===== src/rtl/adcseq_pkg.sv =====
package adcseq_pkg;

  // Pair used by the conversion after the current one.
  function automatic logic next_pair(input logic quad, input logic addr, input logic cur);
    return quad ? ~cur : addr;
  endfunction

  // Cycles during which further start commands are refused.
  function automatic int unsigned lock_span(input logic single, input int unsigned conv);
    return single ? 2 * conv : conv;
  endfunction

endpackage


===== src/rtl/adcseq_ctrl.sv =====
module adcseq_ctrl
  import adcseq_pkg::*;
#(
  parameter int DATA_W      = 12,
  parameter int CONV_CYCLES = 16
) (
  input  logic              clk,
  input  logic              rst_n,
  input  logic              start_i,
  input  logic              quad_i,
  input  logic              single_i,
  input  logic              addr_i,
  input  logic [DATA_W-1:0] a0_i,
  input  logic [DATA_W-1:0] a1_i,
  input  logic [DATA_W-1:0] b0_i,
  input  logic [DATA_W-1:0] b1_i,
  output logic              accept_o,
  output logic              busy_o,
  output logic              single_lat_o,
  output logic              held_pair_o,
  output logic [DATA_W-1:0] held_a_o,
  output logic [DATA_W-1:0] held_b_o
);
  localparam int LOCK_W = $clog2(2 * CONV_CYCLES + 1);

  logic              start_q;
  logic              nxt_pair;
  logic [LOCK_W-1:0] lock_cnt;
  logic [LOCK_W-1:0] conv_cnt;
  logic              start_rise;

  assign start_rise = start_i & ~start_q;
  // Free when no lock is left beyond the final cycle.
  assign accept_o   = start_rise & (lock_cnt < LOCK_W'(2));
  assign busy_o     = (conv_cnt != '0);

  always_ff @(posedge clk or negedge rst_n) begin
    if (!rst_n) begin
      start_q      <= 1'b0;
      nxt_pair     <= 1'b0;
      lock_cnt     <= '0;
      conv_cnt     <= '0;
      single_lat_o <= 1'b0;
      held_pair_o  <= 1'b0;
      held_a_o     <= '0;
      held_b_o     <= '0;
    end else begin
      start_q <= start_i;
      if (accept_o) begin
        conv_cnt     <= LOCK_W'(CONV_CYCLES);
        lock_cnt     <= LOCK_W'(lock_span(single_i, CONV_CYCLES));
        held_pair_o  <= nxt_pair;
        nxt_pair     <= next_pair(quad_i, addr_i, nxt_pair);
        held_a_o     <= nxt_pair ? a1_i : a0_i;
        held_b_o     <= nxt_pair ? b1_i : b0_i;
        single_lat_o <= single_i;
      end else begin
        if (conv_cnt != '0) conv_cnt <= conv_cnt - 1'b1;
        if (lock_cnt != '0) lock_cnt <= lock_cnt - 1'b1;
      end
    end
  end

  // an accepted start raises busy at the next cycle
  a_r1_busy_after_accept: assert property (@(posedge clk) disable iff (!rst_n)
    accept_o |=> busy_o);

  // a refused start leaves the held results untouched
  a_r8_refused_start_keeps_data: assert property (@(posedge clk) disable iff (!rst_n)
    (start_rise && !accept_o) |=> ($stable(held_a_o) && $stable(held_b_o) && $stable(held_pair_o)));

endmodule


===== src/rtl/adcseq_shift.sv =====
module adcseq_shift #(
  parameter int DATA_W   = 12,
  parameter int READ_LAT = 3
) (
  input  logic              clk,
  input  logic              rst_n,
  input  logic              rd_n_i,
  input  logic              single_lat_i,
  input  logic              held_pair_i,
  input  logic [DATA_W-1:0] held_a_i,
  input  logic [DATA_W-1:0] held_b_i,
  output logic              sda_bit_o,
  output logic              sdb_bit_o
);
  localparam int WORD_W = DATA_W + 4;
  localparam int CNT_W  = $clog2(2 * WORD_W + 1);
  localparam int PEND_W = $clog2(READ_LAT + 1);

  function automatic logic [WORD_W-1:0] fmt_word(input logic pair, input logic conv_b,
                                                 input logic [DATA_W-1:0] data);
    return {pair, conv_b, data, 2'b00};
  endfunction

  logic                  rd_q;
  logic [PEND_W-1:0]     pend;
  logic [CNT_W-1:0]      bits_left;
  logic [2*WORD_W-1:0]   shift_a;
  logic [WORD_W-1:0]     shift_b;
  logic                  rd_fall;
  logic                  launch;
  logic [WORD_W-1:0]     word_a;
  logic [WORD_W-1:0]     word_b;

  assign rd_fall = rd_q & ~rd_n_i;
  assign launch  = (pend == PEND_W'(1));
  assign word_a  = fmt_word(held_pair_i, 1'b0, held_a_i);
  assign word_b  = fmt_word(held_pair_i, 1'b1, held_b_i);

  always_ff @(posedge clk or negedge rst_n) begin
    if (!rst_n) begin
      rd_q      <= 1'b1;
      pend      <= '0;
      bits_left <= '0;
      shift_a   <= '0;
      shift_b   <= '0;
    end else begin
      rd_q <= rd_n_i;
      if (rd_fall)          pend <= PEND_W'(READ_LAT - 1);
      else if (pend != '0)  pend <= pend - 1'b1;

      if (launch) begin
        shift_a   <= single_lat_i ? {word_a, word_b} : {word_a, {WORD_W{1'b0}}};
        shift_b   <= word_b;
        bits_left <= single_lat_i ? CNT_W'(2 * WORD_W) : CNT_W'(WORD_W);
      end else if (bits_left != '0) begin
        shift_a   <= {shift_a[2*WORD_W-2:0], 1'b0};
        shift_b   <= {shift_b[WORD_W-2:0], 1'b0};
        bits_left <= bits_left - 1'b1;
      end
    end
  end

  assign sda_bit_o = (bits_left != '0) & shift_a[2*WORD_W-1];
  assign sdb_bit_o = (bits_left != '0) & shift_b[WORD_W-1];

  // the two closing bits of every frame are zero
  a_r2_tail_zero: assert property (@(posedge clk) disable iff (!rst_n)
    (bits_left == CNT_W'(1) || bits_left == CNT_W'(2)) |-> !sda_bit_o);

  // no frame bit leaves while the read latency is still counting
  a_r10_quiet_before_launch: assert property (@(posedge clk) disable iff (!rst_n)
    (rd_fall && bits_left == '0) |=> !sda_bit_o);

endmodule


===== src/rtl/adcseq_top.sv =====
module adcseq_top #(
  parameter int DATA_W      = 12,
  parameter int CONV_CYCLES = 16,
  parameter int READ_LAT    = 3
) (
  input  logic              clk,
  input  logic              rst_n,
  input  logic              start_i,
  input  logic              rd_n_i,
  input  logic              cs_n_i,
  input  logic              quad_i,
  input  logic              single_i,
  input  logic              addr_i,
  input  logic [DATA_W-1:0] a0_data_i,
  input  logic [DATA_W-1:0] a1_data_i,
  input  logic [DATA_W-1:0] b0_data_i,
  input  logic [DATA_W-1:0] b1_data_i,
  output logic              sda_o,
  output logic              sda_oe_o,
  output logic              sdb_o,
  output logic              sdb_oe_o,
  output logic              busy_o
);
  logic              accept;
  logic              single_lat;
  logic              held_pair;
  logic [DATA_W-1:0] held_a;
  logic [DATA_W-1:0] held_b;

  adcseq_ctrl #(.DATA_W(DATA_W), .CONV_CYCLES(CONV_CYCLES)) u_ctrl (
    .clk          (clk),
    .rst_n        (rst_n),
    .start_i      (start_i),
    .quad_i       (quad_i),
    .single_i     (single_i),
    .addr_i       (addr_i),
    .a0_i         (a0_data_i),
    .a1_i         (a1_data_i),
    .b0_i         (b0_data_i),
    .b1_i         (b1_data_i),
    .accept_o     (accept),
    .busy_o       (busy_o),
    .single_lat_o (single_lat),
    .held_pair_o  (held_pair),
    .held_a_o     (held_a),
    .held_b_o     (held_b)
  );

  adcseq_shift #(.DATA_W(DATA_W), .READ_LAT(READ_LAT)) u_shift (
    .clk          (clk),
    .rst_n        (rst_n),
    .rd_n_i       (rd_n_i),
    .single_lat_i (single_lat),
    .held_pair_i  (held_pair),
    .held_a_i     (held_a),
    .held_b_i     (held_b),
    .sda_bit_o    (sda_o),
    .sdb_bit_o    (sdb_o)
  );

  assign sda_oe_o = ~cs_n_i;
  assign sdb_oe_o = ~cs_n_i & ~single_lat;

  // a conversion accepted in single-line mode releases line B
  a_r6_b_released: assert property (@(posedge clk) disable iff (!rst_n)
    (accept && single_i) |=> !sdb_oe_o);

endmodule


===== config.mk =====
export PLATFORM = sky130hd
export DESIGN_NAME = adcseq_top
export DESIGN_NICKNAME = d
export VERILOG_FILES = /design/src/rtl/adcseq_pkg.sv /design/src/rtl/adcseq_ctrl.sv /design/src/rtl/adcseq_shift.sv /design/src/rtl/adcseq_top.sv
export SDC_FILE = /design/constraint.sdc
export NUM_CORES = 1
export LEC_CHECK = 0
export BUFFER_PORTS_ARGS = -buffer_cell sky130_fd_sc_hd__buf_2
export CAP_MARGIN = 20
export CELL_PAD_IN_SITES_DETAIL_PLACEMENT = 0
export CELL_PAD_IN_SITES_GLOBAL_PLACEMENT = 1
export CORE_ASPECT_RATIO = 1.25
export CORE_MARGIN = 10
export CORE_UTILIZATION = 40
export CTS_CLUSTER_DIAMETER = 30
export CTS_CLUSTER_SIZE = 30
export DETAILED_ROUTE_END_ITERATION = 16
export GPL_TIMING_DRIVEN = 0
export PLACE_DENSITY_LB_ADDON = 0.1
export SLEW_MARGIN = 20
export SYNTH_ARGS = -nofsm -noshare
export SYNTH_HDL_FRONTEND = slang
export SYNTH_SLANG_ARGS = --single-unit

===== constraint.sdc =====
create_clock -name clk -period 1.8 [get_ports clk]
set_input_delay 0.36 -clock clk [delete_from_list [all_inputs] [get_ports clk]]
set_output_delay 0.36 -clock clk [all_outputs]
set_load 0.02 [all_outputs]

Yosys cells after proc, flatten, opt, wreduce, memory -nomap -nowiden --
Index checks and enable logic that the tools add are counted. W data, S select, Z words.
Word-level totals: logic and storage cells 56, output and inout bits 5, bits of input ports 56, register bits 97
Cells by class: reduce and logical (&&, ||, !) cells 8, $add $sub $neg 4, muxes and demuxes 18, magnitude comparators 1, equality and inequality tests 1, bitwise gates (word level) 11
Operators with widths (number):
- $mux W32 | 2
- $mux W16 | 3
- $mux W6 | 8
- $mux W12 | 2
- $reduce_bool A6 Y1 | 3
- $sub A6 B1 Y6 const B | 3
- $reduce_bool A2 Y1 | 5
- $and A1 B1 Y1 | 6
- $lt A6 B2 Y1 const B | 1
- $not A1 Y1 | 5
- $mux W2 | 2
- $eq A2 B1 Y1 const B | 1
- $sub A2 B1 Y2 const B | 1
- $mux W1 | 1

Longest topological paths before layout --
Gate-level depths: netlist (run 1).
depth in word-level cells 4, depth in mapped cells 7, gate-level depth less buffers 5

Modules after synthesis --
From an unflattened synthesis (run 1), not the netlist that was laid out.
Unflattened totals: cell total of the unflattened synthesis 482, area total of the unflattened synthesis 4659.5 um2
By module, submodules not included:
- adcseq_shift | cells an instance 291, area each 2617.5 um2, sequential area each 1327.5 um2, times used 1
- adcseq_ctrl | cells an instance 189, area each 2034.5 um2, sequential area each 1001.0 um2, times used 1
- adcseq_top | cells an instance 2, area each 7.5 um2, sequential area each 0.0 um2, times used 1

Worst setup path before layout (run 1) --
Ideal clock, no wire load.
kind register -> register, start point register u_shift.bits_left[0], end point register u_shift.shift_a[11], arrival 1.664 ns, cell stages (with the launch flop) 8, path buffers 2, path slack -0.003 ns, setup time 0.140 ns, required time 1.660 ns, clock period less this slack 1.803 ns, path through dfrtp_1 > inv_1 > ha_1 > or3b_2 > clkbuf_1 > clkbuf_1 > o21ai_0 > a22oi_1
Between the ends: cells in the longest elaborated chain, start to end 2
Ends and longest elaborated chain:
- start, declared | RTL line adcseq_shift.sv:26 | logic [CNT_W-1:0] bits_left;
- start signal, assigned | RTL line adcseq_shift.sv:54 | bits_left <= single_lat_i ? CNT_W'(2 * WORD_W) : CNT_W'(WORD_W);
- start signal, assigned | RTL line adcseq_shift.sv:58 | bits_left <= bits_left - 1'b1;
- $reduce_bool A6 Y1 | RTL line adcseq_shift.sv:55 | end else if (bits_left != '0) begin
- $reduce_bool A2 Y1 (no line)
- end signal, assigned | RTL line adcseq_shift.sv:52 | shift_a <= single_lat_i ? {word_a, word_b} : {word_a, {WORD_W{1'b0}}};
- end signal, assigned | RTL line adcseq_shift.sv:56 | shift_a <= {shift_a[2*WORD_W-2:0], 1'b0};
- end, declared | RTL line adcseq_shift.sv:27 | logic [2*WORD_W-1:0] shift_a;
No other way between the ends. A chain may end at the register's enable or synchronous reset.

Final worst setup path (run 1) --
start point register u_shift.bits_left[1], end point output port sda_o
Between the ends: cells in the longest elaborated chain, start to end 2
Ends and longest elaborated chain:
- $reduce_bool A6 Y1 | RTL line adcseq_shift.sv:63 | assign sda_bit_o = (bits_left != '0) & shift_a[2*WORD_W-1];
- $and A1 B1 Y1 | RTL line adcseq_shift.sv:63
- end, declared | RTL line adcseq_top.sv:18 | output logic sda_o,
No other way between the ends.

==> results.yml, run 1 <==
worst_setup_path:
  beginning_of_the_critical_path: "u_shift.bits_left[1]$_DFFE_PN0P_"
  largest_driver_fanout_on_the_critical_path: 3
  crit_family: "flip-flops"
  reg2regPathDepth: 6
  crit_path_cell_trace: "inv_2 > ha_4 > nor3b_2 > buf_4 > nand2_4 > and2_4 > buf_6"
  startpoint_type: "flop"
  path_buf_inv: 3
  end_kind: "output pin"
  critPathKind: "reg2out"
  slowest_delay_ps: 400
  startpoint_of_the_worst_slack_reg_to_reg_timing_path: "u_shift.bits_left[1]$_DFFE_PN0P_"
  arrival_worst_endpoint_ps: 1550
  r2r_end: "u_shift.shift_a[10]$_DFFE_PN0P_"
  rrSetupSlack_ps: 70
  critical_path_required_ps: 1440
  critical_path.slowest_cell: "dfrtp_1"
  crit_path_end: "sda_o"
  worstSetupPathDepth: 7
detailed_routing:
  drt_wl_total_um: 12500
  dr.pass1.iters: 4
  detail-route-antenna-nets: 0
  initialDrtViolationCount: 249
  routed-via-count: 3935
  avgRoutedWirePerCell_um: 18.2
  remaining_drc_errors: 0
  detail_route.vias_per_cell: 5.72
synth:
  synth_sequential_area_ratio_pct: 50.9
  dominantRegCellSynth: "dfrtp_1"
  postSynthNetCount: 527
  synth_warnings: 0
  synthesized_flop_and_latch_total: 93
  synth.avg_cell_area_um2: 9.88
  post_synth_inst_count: 463
  yosysTopAreaCellShare_pct: 50.3
  synth_top_area_cell: "dfrtp_1"
  synth.area.top_cells: "dfrtp_1, o21ai_0, a31oi_1"
  synthArstFlopShare_pct: 100
  post_synth_num_cell_types: 49
  synth-edff-count: 0
  netlist_area_um2: 4570
cells_and_area:
  area_delta_synth_final_pct: 23.5
  most_frequent_cells_in_the_layout: "dfrtp_1, o21ai_0, buf_2"
  drive_above_1_share_pct: 26.2
  layout.filler_cells: 1060
  post_layout_nonfiller_instances: 688
  layout.cells.most_common: "dfrtp_1"
  stdcell_area_um2: 5650
  finish.net_count: 612
  num_antenna_cells: 0
  seq_area_um2: 2330
  multi_input_area_um2: 2080
  final_util_pct: 50.7
placement:
  place_ws_ps: -524
  detailedPlacementHpwl_um: 8960
  gpl.final_weighted_congestion: 0.804
  post-place-cells: 659
  detailed_place.area_um2: 5080
  placement.io_buffers: 60
floorplan:
  core-area_um2: 11100
  chipWidth_um: 116
  die_height_um: 140
  initial_standard_cell_utilization_of_the_core_pct: 41.1
  rows: 43
  floorplan.die_area_um2: 16100
  floorplan.io_pins: 61
sta:
  period_needed_ps: 1910
  timing.slew.headroom_pct: 62.7
  maxClockFrequency_mhz: 522
  final.setup.worst_slack_ps: -114
  worst_slew_pin_slew_ps: 560
  post-route-period-util_pct: 106
  slew_viol_final: 0
  setup_violations: 3
  finalSetupTns_ps: -277
  fin_hold_ws_ps: 133
  finalHoldViolations: 0
  rsz0062_at_grt: "yes"
  final.setup_skew_ps: 7.49
global_routing:
  largest_net_degree_at_the_start_of_global_routing: 62
  grt_antenna_before_repair: 0
  grt_overflow: 0
  grt.total_usage_pct: 16.1
  grt_first_pass_wirelength_um: 20900
  vias_in_the_first_global_route: 4030
pwr:
  vdd_drop_max_mv: 0.687
  power_density_nw_per_um2: 1850
  power_leakage_nw: 2.45
  total_power_mw: 10.5
clock_tree:
  clock_tree_from_tritoncts: "done"
  clock-root-buffer: "clkbuf_16"
  cts.reportedPaths.clkPinSlew_ps: 70
  cts.path.max_buffers: 2
  tritoncts.num_buffers: 9
  htree_levels: 3
  clock_latency_ps: 340
  tritoncts_num_sinks: 93
outcome:
  outcome: "complete, but fails checks"
  violations_in_the_final_reports: "negative setup slack"
worst_hold_path:
  min_path_type: "in2reg"
run:
  max_cap_viol_count: 0
[logic make-up after synthesis]
kind of cell	count (synthesis)	share of synthesized area [%]
simple gates	66	7.91
mux	25	5.50
compound gates	209	27.8
buf+inv	59	5.11
flops	93	50.9
fa+ha+maj	8	2.19
xor+xnor	3	0.575
[sequential cells by signal, indices dropped and copies added (netlist names)]
register / flops
u_shift.shift_b: 14
u_ctrl.held_pair_o: 1
u_ctrl.nxt_pair: 1
u_ctrl.start_q: 1
u_ctrl.held_b_o: 12
u_shift.bits_left: 6
u_ctrl.held_a_o: 12
u_ctrl.lock_cnt: 6
u_shift.pend: 2
u_ctrl.conv_cnt: 6
u_ctrl.single_lat_o: 1
u_shift.shift_a: 30
u_shift.rd_q: 1
[synthesized netlist by cell type, drive strengths merged, types with 2 or more instances]
cell type  number
nand4b          2
clkbuf         35
o21ai          98
o21a            2
inv            14
a31oi          39
dfrtp          92
a2bb2oi        23
o221ai          2
o22ai           2
nor4            2
mux2i          24
nor2b           2
or2             3
a211oi          2
or3b            2
a22oi          13
xnor2           2
nand2          19
and2            2
or4             2
a21oi          15
nor2            9
buf             9
ha              8
nor3            5
nor3b           3
o31ai           7
nand2b          3
nand3           8
[per-layer routing]
metal,vias up,track usage (%),routed length (um)
li1,1900,-,-
met1,1929,21.0,5590
met2,99,26.3,6310
met3,7,3.31,533
met4,0,4.69,112
met5,-,0,0
[power breakdown]
part	total, mW	internal, mW	switching [mW]
Combinational	4.78	2.14	2.64
Sequential	3.78	3.09	0.686
Clock	1.92	1.08	0.838
[repair_timing]
item,in CTS,in global routing
endpoints found under the setup margin,74,65
endpoints found under the hold margin,31,0
hold buffers,1,0
gates resized for setup,45,42
buffers inserted,12,5
pin swaps,7,0
[area by class of cell]
cell class | count | share of cell area, %
repair buffers | 79 | 8.68
well taps | 135 | 2.99
flip-flops and latches | 93 | 41.3
multi-input cells | 311 | 36.9
clock buffers | 9 | 3.99
clock inverters | 7 | 1.35
plain buffers | 39 | 3.77
inverters | 15 | 1.02
[worst min-delay path by stage]
| stage | slack, ps | cells past startpoint | end | start |
|---|---|---|---|---|
| 6_report | 130 | 1 | u_shift.rd_q$_DFF_PN1_ | rd_n_i |
| 3_5_place_dp | 280 | 1 | u_shift.shift_a[4]$_DFFE_PN0P_ | rst_n |
| 3_3_place_gp | 480 | 2 | u_shift.pend[1]$_DFFE_PN0P_ | u_shift.pend[1]$_DFFE_PN0P_ |
| 5_1_grt | 120 | 1 | u_shift.rd_q$_DFF_PN1_ | rd_n_i |
| 2_1_floorplan | 60 | 0 | u_ctrl.conv_cnt[0]$_DFFE_PN0P_ | rst_n |
| 4_1_cts | 120 | 1 | u_shift.rd_q$_DFF_PN1_ | rd_n_i |
No activity file was read; power rests on OpenSTA's default activity.
==> inputs of run 2 (changes only) <==
--- a/config.mk
+++ b/config.mk
@@ -5,13 +5,14 @@
 export SDC_FILE = /design/constraint.sdc
 export NUM_CORES = 1
 export LEC_CHECK = 0
+export ABC_AREA = 1
 export BUFFER_PORTS_ARGS = -buffer_cell sky130_fd_sc_hd__buf_2
 export CAP_MARGIN = 20
 export CELL_PAD_IN_SITES_DETAIL_PLACEMENT = 0
 export CELL_PAD_IN_SITES_GLOBAL_PLACEMENT = 1
 export CORE_ASPECT_RATIO = 1.25
 export CORE_MARGIN = 10
-export CORE_UTILIZATION = 40
+export CORE_UTILIZATION = 39
 export CTS_CLUSTER_DIAMETER = 30
 export CTS_CLUSTER_SIZE = 30
 export DETAILED_ROUTE_END_ITERATION = 16
==> results.yml, run 2 <==
sta:
  finalHoldViolations: 0
  period_needed_ps: 1750
  worst_slew_pin_slew_ps: 440
  post-route-period-util_pct: 97.0
  final.setup_skew_ps: 8.52
  timing.slew.headroom_pct: 70.7
  rsz0062_at_grt: "yes"
  slew_viol_final: 0
  maxClockFrequency_mhz: 573
  setup_violations: 0
  finalSetupTns_ps: 0
floorplan:
  rows: 44
  die_height_um: 141
  floorplan.io_pins: 61
  core-area_um2: 11500
  chipWidth_um: 117
  initial_standard_cell_utilization_of_the_core_pct: 39.5
  floorplan.die_area_um2: 16400
detailed_routing:
  routed-via-count: 3584
  dr.pass1.iters: 4
  detail-route-antenna-nets: 0
  drt_wl_total_um: 10700
  remaining_drc_errors: 0
  detail_route.vias_per_cell: 4.87
  initialDrtViolationCount: 164
  avgRoutedWirePerCell_um: 14.5
synth:
  synth_sequential_area_ratio_pct: 51.2
  yosysTopAreaCellShare_pct: 50.6
  synth.avg_cell_area_um2: 8.83
  synthesized_flop_and_latch_total: 93
  synth_top_area_cell: "dfrtp_1"
  netlist_area_um2: 4550
  synth_warnings: 0
  post_synth_num_cell_types: 33
  synth_top_cells_by_count: "nand2_1, dfrtp_1, o21ai_0"
  postSynthNetCount: 579
  synth-edff-count: 0
  synthArstFlopShare_pct: 100
  synth.area.top_cells: "dfrtp_1, nand2_1, o21ai_0"
  dominantRegCellSynth: "dfrtp_1"
  synthMostInstantiatedCell: "nand2_1"
  post_synth_inst_count: 515
cells_and_area:
  layout.cells.most_common: "nand2_1"
  registers.top_by_ff_count: "u_shift.shift_a"
  layout.filler_cells: 1148
  largest_reg_flops: 30
  finish.net_count: 657
  drive_above_1_share_pct: 22.2
  num_antenna_cells: 0
  area_delta_synth_final_pct: 19.4
  multi_input_area_um2: 1860
  most_frequent_cells_in_the_layout: "nand2_1, dfrtp_1, buf_2"
  seq_area_um2: 2330
  top_regs: "u_shift.shift_a: 30 flops, u_shift.shift_b: 14 flops"
clock_tree:
  clock_tree_from_tritoncts: "done"
  htree_levels: 3
  tritoncts.num_buffers: 9
  cts.reportedPaths.clkPinSlew_ps: 60
  clock-root-buffer: "clkbuf_16"
  cts.path.max_buffers: 2
  tritoncts_num_sinks: 93
  clock_latency_ps: 340
worst_setup_path:
  arrival_worst_endpoint_ps: 1390
  startpoint_type: "flop"
  critical_path_required_ps: 1440
  end_kind: "output pin"
  largest_driver_fanout_on_the_critical_path: 3
  reg2regPathDepth: 10
  critPathKind: "reg2out"
global_routing:
  grt_overflow: 0
  vias_in_the_first_global_route: 3741
  grt.total_usage_pct: 13.9
  largest_net_degree_at_the_start_of_global_routing: 67
  grt_first_pass_wirelength_um: 18300
  grt_antenna_before_repair: 0
pwr:
  p_clk_share_pct: 22.3
  power_leakage_nw: 2.81
  int_power_mw: 5.44
  comb_power_share_pct: 36.8
  vdd_drop_max_mv: 0.568
  seq_power_share_pct: 40.9
  swShare_pct: 37.5
  power_density_nw_per_um2: 1600
  total_power_mw: 8.69
  switching_power_mw: 3.26
placement:
  placement.io_buffers: 60
  detailedPlacementHpwl_um: 7800
  gpl.final_weighted_congestion: 0.774
worst_hold_path:
  min_path_type: "in2reg"
  count_of_cells_along_the_worst_hold_path: 1
outcome:
  outcome: "finished clean"
run:
  max_cap_viol_count: 0
-- run 2: changes by cell type in the layout (fill, tap and decap cells not counted), moves of 11 or more --
cell / change
o21ai_2: +11
buf_4: -11
a2bb2oi_1: -23
a31oi_1: -39
o21ai_0: -24
inv_1: +33
a22oi_1: -13
o21ai_1: -18
nand3_1: +34
nand2_1: +124
nor2_1: +19
-- run 2: final timing paths --
kind                                             startpoint                               to  slack [ps]
min in group asynchronous                             rst_n      u_shift.pend[0]$_DFFE_PN0P_         460
min reg2reg                 u_shift.shift_a[31]$_DFFE_PN0P_  u_shift.shift_a[31]$_DFFE_PN0P_         480
min                                                  rd_n_i           u_shift.rd_q$_DFF_PN1_         130
max reg2reg                     u_shift.pend[1]$_DFFE_PN0P_  u_shift.shift_a[11]$_DFFE_PN0P_         120
max in group asynchronous                             rst_n   u_ctrl.lock_cnt[1]$_DFFE_PN0P_         720
max                        u_shift.bits_left[0]$_DFFE_PN0P_                            sda_o          50
-- run 2: cell type report --
type | count | share of cell area (%)
buffer | 24 | 3.46
clock buffer | 15 | 4.93
clock inverter | 1 | 0.553
inverter | 50 | 3.50
multi-input combinational | 348 | 34.3
sequential | 93 | 42.9
tap | 138 | 3.18
timing repair buffer | 67 | 7.14
-- run 2: repair_timing --
item,CTS,global route
pin swaps,1,1
setup endpoints to repair,3,4
buffers inserted,4,1
endpoints found under the hold margin,26,0
cloned,0,0
hold buffers,1,0
gates resized for setup,6,7
-- run 2: worst max-delay path, cell delays in order (launching register included) --
cell     delay [ps]
dfrtp_1         370
inv_2            80
ha_4            130
nand2_2          60
nor2_4          120
nand2_4          70
nand2_1          50
inv_1            30
buf_2           140
-- run 2: power groups by stage --
stage | combinational (mW) | sequential, mW | clock, mW
2_1_floorplan | 2.39 | 3.42 | 0
3_5_place_dp | 3.11 | 3.59 | 0
3_3_place_gp | 3.02 | 3.57 | 0
5_1_grt | 3.70 | 3.68 | 2.08
4_1_cts | 3.21 | 3.56 | 1.98
6_report | 3.20 | 3.56 | 1.94
-- run 2: logic make-up (layout without fill, tap and decap cells) --
kind of cell,count (synthesis),after routing,synth area share (%)
XOR/XNOR,4,4,0.771
buffers and inverters,74,157,8.17
flip-flops,93,93,51.2
multiplexers,24,24,5.28
AND/OR/NAND/NOR,228,228,21.8
adder cells (fa/ha/maj),8,8,2.20
AO/OA/AOI/OAI,84,84,10.5
-- run 2: metrics by stage --
stage / cell area [um2] / setup slack (ps) / util (%) / cells / hold WS [ps]
after CTS: 5410 / 18.8 / 47.0 / 735 / 117
after global routing: 5430 / -31.7 / 47.2 / 736 / 112
after global placement: 5020 / -666 / 43.6 / 713 / 462
after floorplan: 4550 / 392 / - / 515 / 64.4
after detailed placement: 5050 / 99.5 / 43.9 / 714 / 255
final: 5430 / 53.9 / 47.2 / 736 / 127
-- run 2: metal layers --
layer | global-route usage, % | vias up | wire length, um
li1 | - | 1819 | -
met1 | 18.3 | 1700 | 4940
met2 | 22.3 | 55 | 5240
met3 | 2.93 | 10 | 368
met4 | 4.43 | 0 | 130
met5 | 0 | - | 0
